$ cat src/rtl/iso_strip_pkg.sv
package iso_strip_pkg;
  localparam int unsigned QUAD_W   = 32;
  localparam int unsigned HDR_N    = 3;   // strippable leading positions
  localparam int unsigned H0_N     = 2;   // protected positions after them
  localparam int unsigned DEPTH    = 64;  // downstream buffer depth
  typedef logic [HDR_N-1:0] strip_mask_t;
endpackage

$ cat src/rtl/iso_pos_tracker.sv
module iso_pos_tracker #(
  parameter int unsigned POS_W = 4
) (
  input  logic             clk_i,
  input  logic             rst_ni,
  input  logic             beat_i,
  input  logic             sop_i,
  input  logic             eop_i,
  output logic [POS_W-1:0] pos_o
);
  localparam logic [POS_W-1:0] POS_MAX = '1;

  logic [POS_W-1:0] cnt_q, cnt_d;

  // start beat always maps to position 0
  assign pos_o = sop_i ? '0 : cnt_q;

  always_comb begin
    cnt_d = cnt_q;
    if (beat_i) begin
      if (eop_i)                 cnt_d = '0;
      else if (pos_o != POS_MAX) cnt_d = pos_o + 1'b1;
      else                       cnt_d = POS_MAX;
    end
  end

  always_ff @(posedge clk_i or negedge rst_ni) begin
    if (!rst_ni) cnt_q <= '0;
    else         cnt_q <= cnt_d;
  end
endmodule

$ cat src/rtl/iso_strip_mask.sv
module iso_strip_mask #(
  parameter int unsigned HDR_N = 3
) (
  input  logic             clk_i,
  input  logic             rst_ni,
  input  logic             beat_i,
  input  logic             sop_i,
  input  logic [HDR_N-1:0] en_i,
  output logic [HDR_N-1:0] mask_o
);
  logic [HDR_N-1:0] held_q;
  logic             take;

  assign take   = beat_i && sop_i;
  assign mask_o = take ? en_i : held_q;

  always_ff @(posedge clk_i or negedge rst_ni) begin
    if (!rst_ni)   held_q <= '0;
    else if (take) held_q <= en_i;
  end
endmodule

$ cat src/rtl/iso_out_stage.sv
module iso_out_stage #(
  parameter int unsigned DATA_W = 32
) (
  input  logic              clk_i,
  input  logic              rst_ni,
  input  logic              we_i,
  input  logic [DATA_W-1:0] data_i,
  output logic              we_o,
  output logic [DATA_W-1:0] data_o
);
  always_ff @(posedge clk_i or negedge rst_ni) begin
    if (!rst_ni) begin
      we_o   <= 1'b0;
      data_o <= '0;
    end else begin
      we_o <= we_i;
      if (we_i) data_o <= data_i;
    end
  end
endmodule

$ cat src/rtl/iso_avail_cnt.sv
module iso_avail_cnt #(
  parameter int unsigned DEPTH = 64
) (
  input  logic clk_i,
  input  logic rst_ni,
  input  logic wr_i,
  input  logic rd_i,
  output logic avail_o
);
  localparam int unsigned CW = $clog2(DEPTH + 1);
  localparam logic [CW-1:0] FULL = CW'(DEPTH);

  logic [CW-1:0] pend_q;
  logic          inc, dec;

  assign inc     = wr_i && (pend_q != FULL);
  assign dec     = rd_i && (pend_q != '0);
  assign avail_o = (pend_q != '0);

  always_ff @(posedge clk_i or negedge rst_ni) begin
    if (!rst_ni) pend_q <= '0;
    else begin
      unique case ({inc, dec})
        2'b10:   pend_q <= pend_q + 1'b1;
        2'b01:   pend_q <= pend_q - 1'b1;
        default: pend_q <= pend_q;
      endcase
    end
  end
endmodule

$ cat src/rtl/iso_hdr_stripper.sv
module iso_hdr_stripper
  import iso_strip_pkg::*;
#(
  parameter int unsigned DATA_W    = QUAD_W,
  parameter int unsigned HDR_Q     = HDR_N,
  parameter int unsigned H0_Q      = H0_N,
  parameter int unsigned BUF_DEPTH = DEPTH
) (
  input  logic              clk_i,
  input  logic              rst_ni,
  input  logic              in_valid_i,
  input  logic              in_sop_i,
  input  logic              in_eop_i,
  input  logic [DATA_W-1:0] in_data_i,
  input  logic [HDR_Q-1:0]  strip_en_i,
  input  logic              buf_rd_i,
  output logic              out_we_o,
  output logic [DATA_W-1:0] out_data_o,
  output logic              avail_o
);
  localparam int unsigned POS_W = $clog2(HDR_Q + H0_Q + 1) + 1;

  logic [POS_W-1:0] pos;
  logic [HDR_Q-1:0] mask;
  logic [HDR_Q-1:0] hit;
  logic             drop;

  iso_pos_tracker #(.POS_W(POS_W)) u_pos (
    .clk_i, .rst_ni,
    .beat_i (in_valid_i),
    .sop_i  (in_sop_i),
    .eop_i  (in_eop_i),
    .pos_o  (pos)
  );

  iso_strip_mask #(.HDR_N(HDR_Q)) u_mask (
    .clk_i, .rst_ni,
    .beat_i (in_valid_i),
    .sop_i  (in_sop_i),
    .en_i   (strip_en_i),
    .mask_o (mask)
  );

  // only the leading HDR_Q positions can be hit; H0 and payload never match
  for (genvar k = 0; k < HDR_Q; k++) begin : g_hit
    assign hit[k] = mask[k] && (pos == POS_W'(k));
  end
  assign drop = |hit;

  iso_out_stage #(.DATA_W(DATA_W)) u_out (
    .clk_i, .rst_ni,
    .we_i   (in_valid_i && !drop),
    .data_i (in_data_i),
    .we_o   (out_we_o),
    .data_o (out_data_o)
  );

  iso_avail_cnt #(.DEPTH(BUF_DEPTH)) u_avail (
    .clk_i, .rst_ni,
    .wr_i    (out_we_o),
    .rd_i    (buf_rd_i),
    .avail_o (avail_o)
  );
endmodule

$ cat config.mk
export PLATFORM = sky130hd
export DESIGN_NAME = iso_hdr_stripper
export DESIGN_NICKNAME = d
export VERILOG_FILES = /design/src/rtl/iso_strip_pkg.sv /design/src/rtl/iso_pos_tracker.sv /design/src/rtl/iso_strip_mask.sv /design/src/rtl/iso_out_stage.sv /design/src/rtl/iso_avail_cnt.sv /design/src/rtl/iso_hdr_stripper.sv
export SDC_FILE = /design/constraint.sdc
export NUM_CORES = 1
export LEC_CHECK = 0
export ABC_CLOCK_PERIOD_IN_PS = 3300
export BUFFER_PORTS_ARGS = -buffer_cell sky130_fd_sc_hd__buf_4
export CAP_MARGIN = 30
export CORE_MARGIN = 5
export CORE_UTILIZATION = 41
export DETAILED_ROUTE_END_ITERATION = 6
export PLACE_DENSITY = 0.68
export SLEW_MARGIN = 20
export SYNTH_ARGS = -nofsm -noshare
export SYNTH_HDL_FRONTEND = slang
export SYNTH_SLANG_ARGS = --single-unit
$ cat constraint.sdc
create_clock -name clk_i -period 3.3 [get_ports clk_i]
set_input_delay 0.33 -clock clk_i [delete_from_list [all_inputs] [get_ports clk_i]]
set_output_delay 0.33 -clock clk_i [all_outputs]
set_load 0.01 [all_outputs]
* Word level (Yosys, flattened, before mapping)
Cells that the tools add are included.
** Word-level totals
- Register bits :: 47
- Output and inout bits :: 34
- Word-level logic and storage cells :: 31
** Operators by class
- Add/sub/neg operators :: 3
- Equal/unequal tests :: 6
- Mux-type cells :: 5
- Reductions and logical operators :: 12
** Operators with widths (count)
- one-hot mux 7 bit (2 select lines) :: 1
- two-way mux 4 bit :: 3
- adder 7 x 1 -> 7 bit (second input constant) :: 1
- logical AND 1 bit :: 7
- inequality test 7 bit (second input constant) :: 1
- nonzero test 7 bit :: 1
- subtractor 7 x 1 -> 7 bit (second input constant) :: 1
- adder 4 x 1 -> 4 bit (second input constant) :: 1
- equality test 4 x 1 -> 1 bit (second input constant) :: 1
- equality test 4 x 2 -> 1 bit (second input constant) :: 1
- zero test 4 bit :: 1
- inequality test 4 bit (second input constant) :: 1
- two-way mux 3 bit :: 1
- OR reduction 3 bit :: 1
- equality test 2 x 1 -> 1 bit (second input constant) :: 1
- equality test 2 bit (second input constant) :: 1
- nonzero test 2 bit :: 1
- zero test 1 bit :: 1

* Depth between registers and ports, before layout
Gate-level depths: netlist of run 1.
- Depth after elaboration :: 6
- Gate-level depth with buffers :: 10
- Mapped depth without buffers :: 10

* By module
From an unflattened synthesis of run 1, not the netlist that was laid out.
** Second synthesis, totals
- Cells, all modules :: 173
- Area, all modules :: 2336.0 µm²
** By module, submodules not included
- iso_out_stage :: cells an instance 69, times used 1, seq. area each 825.8 µm², area each 1370.1 µm²
- iso_avail_cnt :: cells an instance 66, times used 1, seq. area each 175.2 µm², area each 571.8 µm²
- iso_pos_tracker :: cells an instance 25, times used 1, seq. area each 100.1 µm², area each 232.7 µm²
- iso_strip_mask :: cells an instance 7, times used 1, seq. area each 75.1 µm², area each 126.4 µm²
- iso_hdr_stripper :: cells an instance 6, times used 1, seq. area each 0.0 µm², area each 35.0 µm²

* Worst setup path before layout of run 1
OpenSTA, ideal clock, no wires.
- Kind :: reg2reg
- Start :: reg u_avail.pend_q[4]
- End :: reg u_avail.pend_q[5]
- Clock period less this slack :: 2.631 ns
- Data arrival time :: 2.561 ns
- Path slack :: 0.669 ns
- Stages on the path, launching flop included :: 10
- Required time :: 3.230 ns
- Library setup time :: 0.070 ns
- Cell sequence :: dfrtp_1 nor4_1 nand3_1 and2_1 ha_1 ha_1 a21o_1 a31o_2 a2111oi_0 nand3b_1
** Between the ends
- Longest elaborated chain between the ends :: 4
- Elaborated cells between the ends (all ways) :: 10
** Ends and longest elaborated chain
- start, declared :: RTL line iso_avail_cnt.sv:13 : logic [CW-1:0] pend_q;
- start signal, assigned :: RTL line iso_avail_cnt.sv:24 : 2'b10: pend_q <= pend_q + 1'b1;
- start signal, assigned :: RTL line iso_avail_cnt.sv:25 : 2'b01: pend_q <= pend_q - 1'b1;
- start signal, assigned :: RTL line iso_avail_cnt.sv:26 : default: pend_q <= pend_q;
- nonzero test 7 bit *
- net avail_o :: RTL line iso_hdr_stripper.sv:19 : output logic avail_o
- logical AND 1 bit * :: RTL line iso_avail_cnt.sv:17 : assign dec = rd_i && (pend_q != '0);
- equality test 2 x 1 -> 1 bit / equality test 2 bit (equally long branches) :: RTL line iso_avail_cnt.sv:23 : unique case ({inc, dec})
- one-hot mux 7 bit (2 select lines) / nonzero test 2 bit (equally long branches)
The timed path passes the listed nets; every way through them passes the cells marked *.
A chain may end at the register's enable or synchronous reset.

* Final worst setup path of run 1
- Start :: reg u_avail.pend_q[4]
- End :: reg u_avail.pend_q[5]
** Between the ends
- Longest elaborated chain between the ends :: 4
- Elaborated cells between the ends (all ways) :: 10
** Ends and longest elaborated chain
- parallel branches: the longest is 4 deep, another holds subtractor 7 x 1 -> 7 bit
Parallel ways; which one is timed is not known.

==> flow_summary_export.csv, run 1 <==
group,metric,value,unit
final_layout,finalCoreUtilization,50.9,%
sta,whs,0.0383,ns
routing,routed_wl,8.76,mm
clock_network,tritoncts,"built",
global_routing,grt_pass1_wl,14.6,mm
logic_synthesis,synth_area,0.00327,mm2
power,p_per_area,571,mW/mm2
placement,hpwl,5.57,mm
sta,setup_viol,0,
sta,clock_skew,0.0111,ns
setup_path,rr_endpoint,"u_avail.pend_q[5]",
logic_synthesis,synthCells,374,
global_routing,first_global_vias,3011,
setup_path,crit_path_max_fanout,10,
floorplan,die_x,99.4,um
floorplan,coreArea,0.00777,mm2
global_routing,grt_max_degree,98,
power,leakagePower,0.00170,uW
logic_synthesis,ys_types,43,
placement,io_buffers,74,
setup_path,r2r-start,"u_avail.pend_q[4]",
sta,fin_crit_sh,85.1,%
sta,relSlewSlack,56.4,%
setup_path,cp-end-kind,"register",
sta,max_freq,356,MHz
global_routing,grt_use_total,17.5,%
sta,worst_slack,0.492,ns
clock_network,clkLatencyLatePin,0.30,ns
floorplan,rows,32,
sta,drv_slew,0,
setup_path,crit_arrival,3.05,ns
sta,final-hold-violation-count,0,
routing,drt-wirelength-per-cell,16.7,um
logic_synthesis,yosys_register_bits,47,
setup_path,critical_path_class,"reg2reg",
final_layout,syn_to_final_growth,20.7,%
clock_network,clk_path_buf_depth,2,
floorplan,pin_count,75,
logic_synthesis,ys.flop_type,"dfrtp_1",
setup_path,setup.worst_path.start_class,"register",
routing,final_antenna_net_count,0,
clock_network,cts-root-buf,"clkbuf_8",
final_layout,drive_gt1_share,23.4,%
floorplan,die_h,99.4,um
clock_network,ctsHtreeMaxLevel,2,
routing,initialDrtViolationCount,181,
logic_synthesis,synthArstFlopShare,100,%
logic_synthesis,yosysMostFrequentCell,"dfrtp_1",
floorplan,die_area,0.00987,mm2
clock_network,clk_pin_slew_worst_paths,0.09,ns
sta,grt_setup_unrepaired,"false",
logic_synthesis,seq_area_frac_synth,35.9,%
routing,vias,3170,
clock_network,cts_hold_buf,0,
clock_network,cts_resized,0,
logic_synthesis,synth.area.top_cells,"dfrtp_1 36%, o2bb2ai_1 8.6%, o211ai_1 7.6%",
outcome,status,"finished clean",
logic_synthesis,synth_common_cells,"47 x dfrtp_1, 37 x nand2_1, 34 x nand3_1, 33 x o211ai_1, 33 x or4_1",
power,ir_drop,0.000210,V
logic_synthesis,yosysTopAreaCell,"dfrtp_1",
logic_synthesis,synth_nets,426,
min_path,hp-class,"in2async",
floorplan,initial_core_util,42.2,%
placement,dp_slack,0.506,ns
setup_path,critPathRequiredTime,3.54,ns
clock_network,clock_sinks,47,
job,maxCapViolations,0,
sta,fin_tns_setup,0,ns
final_layout,fin_nets,474,
logic_synthesis,synth_top_area_share,35.9,%
logic_synthesis,synth_edf_count,0,
global_routing,grt_overflow,0,
sta,worstMarginPinSlew,0.654,ns
sta,finalCriticalPeriod,2.81,ns
routing,first_pass_iters,7,
clock_network,cts_buffers,5,
logic_synthesis,syn_avg_cell_area,8.76,um2
routing,via_per_inst,6.04,
final_layout,diodes,0,
placement,routabilityCongestion,0.798,
logic_synthesis,ys_warn_count,0,
global_routing,antenna_found_initial,0,
routing,drcViolationCount,0,
clock_network,cts_setup_buffers,0,
setup_path,ff2ff_path_depth,9,
setup_path,ff2ff_setup_slack,0.49,ns
==> registers in the layout (all words and copies together), names as in the netlist <==
signal	flops
u_out.data_o	32
u_mask.held_q	3
u_pos.cnt_q	4
u_out.we_o	1
u_avail.pend_q	7
==> cell families after synthesis <==
kind of cell	share of synthesized area, %
multiplexers	0.344
adder cells (fa/ha/maj)	4.43
flip-flops	35.9
AND/OR/NAND/NOR	21.2
AO/OA/AOI/OAI	29.6
XOR/XNOR	1.07
buffers and inverters	7.41
==> power breakdown <==
| part | total [uW] | internal [uW] | switching, uW |
|---|---|---|---|
| clock network | 390 | 192 | 198 |
| registers | 918 | 742 | 176 |
| logic | 949 | 484 | 465 |
| total | 2260 | 1420 | 840 |
==> how the worst max path moves through the flow <==
stage	startpoint	endpoint	slack (ns)	cells after the start
floorplan	u_avail.pend_q[4]	u_avail.pend_q[5]	0.67	9
global placement	u_avail.pend_q[4]	u_avail.pend_q[5]	0.55	9
detailed placement	u_avail.pend_q[4]	u_avail.pend_q[5]	0.51	9
CTS	u_avail.pend_q[4]	u_avail.pend_q[5]	0.47	9
global route	u_avail.pend_q[4]	u_avail.pend_q[5]	0.22	9
finish	u_avail.pend_q[4]	u_avail.pend_q[5]	0.49	9
==> metal layers <==
layer / track usage (%) / part of all wire, % / vias to the layer above
li1: - / - / 1556
met1: 24.0 / 48 / 1522
met2: 27.8 / 46 / 84
met3: 3.93 / 5.1 / 8
met4: 5.04 / 1.2 / 0
met5: 0 / 0 / -
==> layout by cell type, fill, tap and decap left out, types with 2 or more instances in the layout <==
| cell type | count |
|---|---|
| a21o_1 | 4 |
| nand2b_1 | 2 |
| and3_1 | 4 |
| xnor2_1 | 2 |
| clkbuf_8 | 7 |
| o2bb2ai_1 | 32 |
| nand2_1 | 37 |
| ha_1 | 10 |
| a211oi_1 | 2 |
| xor2_1 | 2 |
| a21boi_1 | 3 |
| o21ai_0 | 5 |
| dfrtp_1 | 47 |
| a21oi_1 | 8 |
| buf_4 | 82 |
| nand3_1 | 34 |
| inv_1 | 10 |
| a31oi_1 | 32 |
| o21a_2 | 3 |
| nor3b_1 | 3 |
| o31a_1 | 2 |
| o211ai_1 | 33 |
| or2_2 | 3 |
| or4_1 | 33 |
| nor2_1 | 4 |
==> layout make-up <==
type / instances / area, um2
Timing Repair Buffer: 83 / 636
Tap cell: 102 / 128
Multi-Input combinational cell: 274 / 1870
Fill cell: 756 / 3820
Sequential cell: 47 / 1180
Clock buffer: 8 / 100
Inverter: 11 / 41.3
==> worst max-delay path, stage by stage, from the launching register on <==
cell and delay (ns):
dfrtp_1 0.41, nor4_1 0.39, nand3_1 0.14, and2_1 0.18, ha_1 0.33, ha_1 0.40, a21o_1 0.19, a31o_2 0.22
a2111oi_0 0.34, nand3b_1 0.15
==> stage by stage <==
stage               instance area (um2)  cells  total power (uW)
global placement                   3850    517              1830
floorplan                          3270    374              1500
finish                             3950    525              2260
detailed placement                 3850    517              1880
global route                       3950    525              2420
CTS                                3950    525              2270
Power figures use the tool's default switching activity.
==> run 2, diff against run 1 <==
- CELL_PAD_IN_SITES_DETAIL_PLACEMENT: unset -> 0
- CELL_PAD_IN_SITES_GLOBAL_PLACEMENT: unset -> 1
- PLACE_DENSITY: 0.68 -> 0.86
==> flow_summary_export.csv, run 2 (synthesis gave the netlist of run 1 again) <==
group,metric,value,unit
final_layout,top_regs,"u_out.data_o x32, u_avail.pend_q x7, u_pos.cnt_q x4",
setup_path,critical_path_class,"reg2reg",
sta,finalCriticalPeriod,2.83,ns
sta,grt_setup_unrepaired,"false",
routing,vias,3118,
clock_network,cts_hold_buf,0,
floorplan,rows,32,
sta,fin_tns_setup,0,ns
outcome,status,"finished clean",
placement,routabilityCongestion,0.839,
sta,clock_skew,0.00368,ns
power,p_per_area,564,mW/mm2
clock_network,ctsHtreeMaxLevel,2,
final_layout,drive_gt1_share,23.0,%
floorplan,initial_core_util,42.2,%
floorplan,coreArea,0.00777,mm2
sta,fin_crit_sh,85.8,%
sta,max_freq,353,MHz
final_layout,seq_area,0.00118,mm2
clock_network,clock_sinks,47,
global_routing,grt_overflow,0,
final_layout,nFillCells,771,
placement,io_buffers,74,
sta,worstMarginPinSlew,0.629,ns
routing,final_antenna_net_count,0,
setup_path,setup.worst_path.start_class,"register",
final_layout,final_common_cell,"buf_4",
power,finalPower,2210,uW
floorplan,die_area,0.00987,mm2
clock_network,cts_buffers,5,
job,maxCapViolations,0,
global_routing,grt_use_total,17.5,%
clock_network,clkLatencyLatePin,0.31,ns
final_layout,mostFrequentLayoutCells,"80 x buf_4, 47 x dfrtp_1, 37 x nand2_1, 34 x nand3_1",
setup_path,crit_path_max_fanout,10,
final_layout,fin_nets,472,
sta,relSlewSlack,57.9,%
placement,hpwl,5.44,mm
placement,dp_cells,515,
sta,setup_viol,0,
clock_network,clk_path_buf_depth,2,
power,leakagePower,0.00168,uW
sta,drv_slew,0,
global_routing,grt_pass1_wl,14.5,mm
routing,drt-wirelength-per-cell,16.3,um
final_layout,multi_input_area,0.00187,mm2
final_layout,regMostFlops,"u_out.data_o",
clock_network,clk_pin_slew_worst_paths,0.09,ns
clock_network,cts-root-buf,"clkbuf_8",
routing,via_per_inst,5.96,
final_layout,diodes,0,
setup_path,crit_arrival,3.08,ns
final_layout,largest_reg_flops,32,
setup_path,critPathRequiredTime,3.55,ns
clock_network,tritoncts,"built",
clock_network,cts_resized,0,
floorplan,die_h,99.4,um
final_layout,syn_to_final_growth,19.8,%
sta,final-hold-violation-count,0,
routing,routed_wl,8.51,mm
power,ir_drop,0.000174,V
floorplan,die_x,99.4,um
final_layout,finalCoreUtilization,50.5,%
routing,first_pass_iters,4,
setup_path,cp-end-kind,"register",
routing,drcViolationCount,0,
global_routing,first_global_vias,3013,
clock_network,cts_setup_buffers,0,
global_routing,antenna_found_initial,0,
global_routing,grt_max_degree,73,
routing,initialDrtViolationCount,156,
min_path,hp-class,"in2async",
final_layout,fin_cells,523,
floorplan,pin_count,75,
[run 2: changes by cell type in the layout (fill, tap and decap cells not counted)]
cell / previous run / this run
clkinvlp_4: 0 / 1
clkinv_2: 0 / 1
clkbuf_8: 7 / 5
buf_4: 82 / 80
[run 2: worst paths after layout]
| path | slack (ns) | to | depth (start not counted) | startpoint |
|---|---|---|---|---|
| worst max-delay path | 0.47 | u_avail.pend_q[5] | 9 | u_avail.pend_q[3] |
| worst min-delay path | 0.03 | u_avail.pend_q[6] | 1 | rst_ni |
| worst max register to register | 0.47 | u_avail.pend_q[5] | 9 | u_avail.pend_q[3] |
| worst min register to register | 0.52 | u_avail.pend_q[4] | 1 | u_avail.pend_q[4] |
| max in group asynchronous | 2.85 | u_out.data_o[10] | 1 | rst_ni |
| min in group clk_i | 0.32 | u_pos.cnt_q[2] | 4 | in_eop_i |
[run 2: critical path, stage by stage (launching register included)]
cell and delay [ns]:
dfrtp_1 0.42, nor4_1 0.41, nand3_1 0.15, and2_1 0.18, ha_1 0.33, ha_1 0.40, a21o_1 0.18, a31o_2 0.22
a2111oi_0 0.34, nand3b_1 0.15
[run 2: area by class of cell]
class / instances / share of cell area [%]
tap: 102 / 3.25
clock inverter: 2 / 0.319
multi-input combinational: 274 / 47.7
timing repair buffer: 81 / 15.8
clock buffer: 6 / 1.85
inverter: 11 / 1.05
sequential: 47 / 30.0
[run 2: layer usage]
layer  part of all wire (%)  global-route usage (%)
met1                     46                    23.9
met2                     47                    28.5
met3                    5.6                    4.07
met4                   0.94                    3.78
met5                      0                       0
[run 2: per-stage QoR]
step                worst slack (ns)  cell area, um2  hold slack (ns)
floorplan                      0.669            3270           0.0344
global placement               0.552            3840            0.396
detailed placement             0.533            3840            0.392
CTS                            0.489            3920           0.0531
global route                   0.336            3920           0.0826
finish                         0.468            3920           0.0284
[run 2: power breakdown]
part	internal (uW)	switching, uW
clock network	149	207
logic	482	463
registers	742	168
==> run 3, diff against run 2 <==
- CORE_UTILIZATION: 41 -> 40
- PLACE_DENSITY: 0.86 -> 0.85
- SYNTH_HIERARCHICAL: unset -> 1
==> flow_summary_export.csv, run 3 <==
group,metric,value,unit
outcome,status,"finished clean",
logic_synthesis,yosysMostFrequentCell,"dfrtp_1",
sta,final-hold-violation-count,0,
sta,finalCriticalPeriod,2.86,ns
routing,via_per_inst,4.96,
sta,max_freq,349,MHz
final_layout,regMostFlops,"u_out/data_o",
floorplan,pin_count,75,
setup_path,crit_path_max_incr_delay,0.41,ns
floorplan,die_area,0.00747,mm2
placement,dp_cells,315,
clock_network,tritoncts,"built",
placement,dpl_cell_area,0.00294,mm2
global_routing,grt_max_degree,48,
logic_synthesis,yosysTopAreaCell,"dfrtp_1",
final_layout,mostFrequentLayoutCells,"74 x buf_4, 47 x dfrtp_1, 33 x mux2_4, 10 x inv_1, 8 x a21oi_1",
floorplan,die_x,86.4,um
logic_synthesis,ys_warn_count,6,
sta,setup_viol,0,
final_layout,syn_to_final_growth,30.3,%
final_layout,finalCoreUtilization,54.3,%
routing,initialDrtViolationCount,44,
final_layout,fin_area,0.00304,mm2
global_routing,use_met3,2.28,%
setup_path,cp-end-kind,"register",
logic_synthesis,synth_top_area_share,50.3,%
global_routing,first_global_vias,1595,
clock_network,cts-root-buf,"clkbuf_8",
routing,first_pass_iters,4,
clock_network,clk_pin_slew_worst_paths,0.08,ns
sta,clock_skew,0.00597,ns
routing,vias,1596,
setup_path,setup.worst_path.start_class,"register",
clock_network,cts_hold_buf,0,
power,p_per_area,697,mW/mm2
logic_synthesis,ys_types,42,
logic_synthesis,synthCells,173,
final_layout,nFillCells,487,
logic_synthesis,syn_avg_cell_area,13.5,um2
logic_synthesis,synth.area.top_cells,"dfrtp_1 50%, mux2_4 21%, ha_1 3.7%",
sta,fin_tns_setup,0,ns
setup_path,path_cells,"nor4_1, nand2_1, o21ai_0, ha_1, inv_1, fa_1, and2b_1, o221a_1, mux2i_1, a311oi_1",
final_layout,diodes,0,
placement,hpwl,3.61,mm
power,ir_drop,0.000253,V
global_routing,grt_overflow,0,
setup_path,critical_path_class,"reg2reg",
global_routing,met1_usage,16.9,%
final_layout,fin_nets,299,
clock_network,clkLatencyLatePin,0.29,ns
sta,worstMarginPinSlew,0.593,ns
logic_synthesis,synth_area,0.00234,mm2
setup_path,crit_arrival,3.06,ns
logic_synthesis,yosys_register_bits,47,
global_routing,antenna_found_initial,0,
clock_network,cts_setup_buffers,0,
setup_path,crit_path_max_fanout,9,
setup_path,critical_path_buf_inv_count,1,
routing,final_antenna_net_count,0,
placement,routabilityCongestion,0.799,
logic_synthesis,seq_area_frac_synth,50.3,%
logic_synthesis,synth_edf_count,0,
min_path,hp-class,"in2async",
global_routing,grt_use_total,12.9,%
logic_synthesis,synth_nets,222,
job,maxCapViolations,0,
setup_path,crit_slowest_cell,"fa_1",
clock_network,cts_resized,0,
logic_synthesis,ys.flop_type,"dfrtp_1",
sta,fin_crit_sh,86.8,%
routing,drt-wirelength-per-cell,15.1,um
clock_network,clk_path_buf_depth,2,
floorplan,coreArea,0.00561,mm2
global_routing,grt_util_met2,21.1,%
placement,io_buffers,74,
clock_network,cts_buffers,5,
power,leakagePower,0.00149,uW
floorplan,initial_core_util,41.7,%
setup_path,worst_path_dominant_cell_family,"adder cells",
logic_synthesis,synthArstFlopShare,100,%
floorplan,die_h,86.4,um
logic_synthesis,synth_common_cells,"47 x dfrtp_1, 33 x mux2_4, 10 x inv_1, 8 x a21oi_1",
final_layout,largest_reg_flops,32,
clock_network,clock_sinks,47,
sta,grt_setup_unrepaired,"false",
global_routing,grt_busiest_layer,"met2",
final_layout,final_common_cell,"buf_4",
sta,drv_slew,0,
setup_path,critPathRequiredTime,3.49,ns
sta,relSlewSlack,60.4,%
routing,drcViolationCount,0,
floorplan,rows,27,
final_layout,fin_cells,322,
final_layout,drive_gt1_share,48.4,%
routing,routed_wl,4.85,mm
clock_network,ctsHtreeMaxLevel,2,
final_layout,top_regs,"u_out/data_o x32, u_avail/pend_q x7, u_pos/cnt_q x4",
global_routing,grt_pass1_wl,7.71,mm
-- run 3: power by group --
part           internal (uW)  total, uW  switching (uW)
logic                    490        877             387
clock network            221        403             181
registers                740        844             104
-- run 3: cell families (layout without fill, tap and decap cells) --
family / Yosys count / after routing / synth area share, %
flip-flops: 47 / 47 / 50.3
XOR/XNOR: 4 / 4 / 1.50
AO/OA/AOI/OAI: 29 / 29 / 7.93
multiplexers: 37 / 37 / 23.0
buffers and inverters: 15 / 92 / 4.82
adder cells (fa/ha/maj): 8 / 8 / 4.61
AND/OR/NAND/NOR: 33 / 33 / 7.77
-- run 3: worst register-to-register path, delay by kind of cell (launching register included) --
| family | cells | cell delay [ns] |
|---|---|---|
| adders and majority gates | 2 | 0.78 |
| and+or+nand+nor | 3 | 0.72 |
| AOI/OAI and AO/OA | 3 | 0.67 |
| DFF | 1 | 0.40 |
| buffers and inverters | 1 | 0.11 |
| muxes | 1 | 0.09 |
-- run 3: stage by stage --
stage	hold slack [ns]	power (uW)	setup WS, ns
global route	0.0858	2270	0.159
floorplan	0.0344	1410	0.712
global placement	0.383	1720	0.577
detailed placement	0.382	1740	0.485
finish	0.0431	2120	0.437
CTS	0.0583	2150	0.458
-- run 3: area by class of cell --
| type | count | area [um2] | area share (%) |
|---|---|---|---|
| well taps | 72 | 90.1 | 2.96 |
| clock buffers | 5 | 68.8 | 2.26 |
| inverters | 10 | 37.5 | 1.23 |
| clock inverters | 2 | 37.5 | 1.23 |
| multi-input cells | 111 | 1060 | 34.8 |
| flip-flops and latches | 47 | 1180 | 38.6 |
| repair buffers | 75 | 576 | 18.9 |
-- run 3: path summary, 6_finish.rpt --
check	depth (start not counted)	slack (ns)	endpoint	from
min in group clk_i	2	0.26	u_out/data_o[15]	in_data_i[15]
hold reg to reg	1	0.51	u_mask/held_q[0]	u_mask/held_q[0]
setup / recovery	10	0.44	u_avail/pend_q[6]	u_avail/pend_q[3]
max in group asynchronous	1	2.86	u_out/data_o[22]	rst_ni
hold / removal	1	0.04	u_avail/pend_q[5]	rst_ni
setup reg to reg	10	0.44	u_avail/pend_q[6]	u_avail/pend_q[3]
-- run 3: layer usage --
metal,vias to the layer above,wire (um)
met4,0,50
li1,771,-
met3,6,221
met5,-,0
met2,42,2440
met1,777,2130
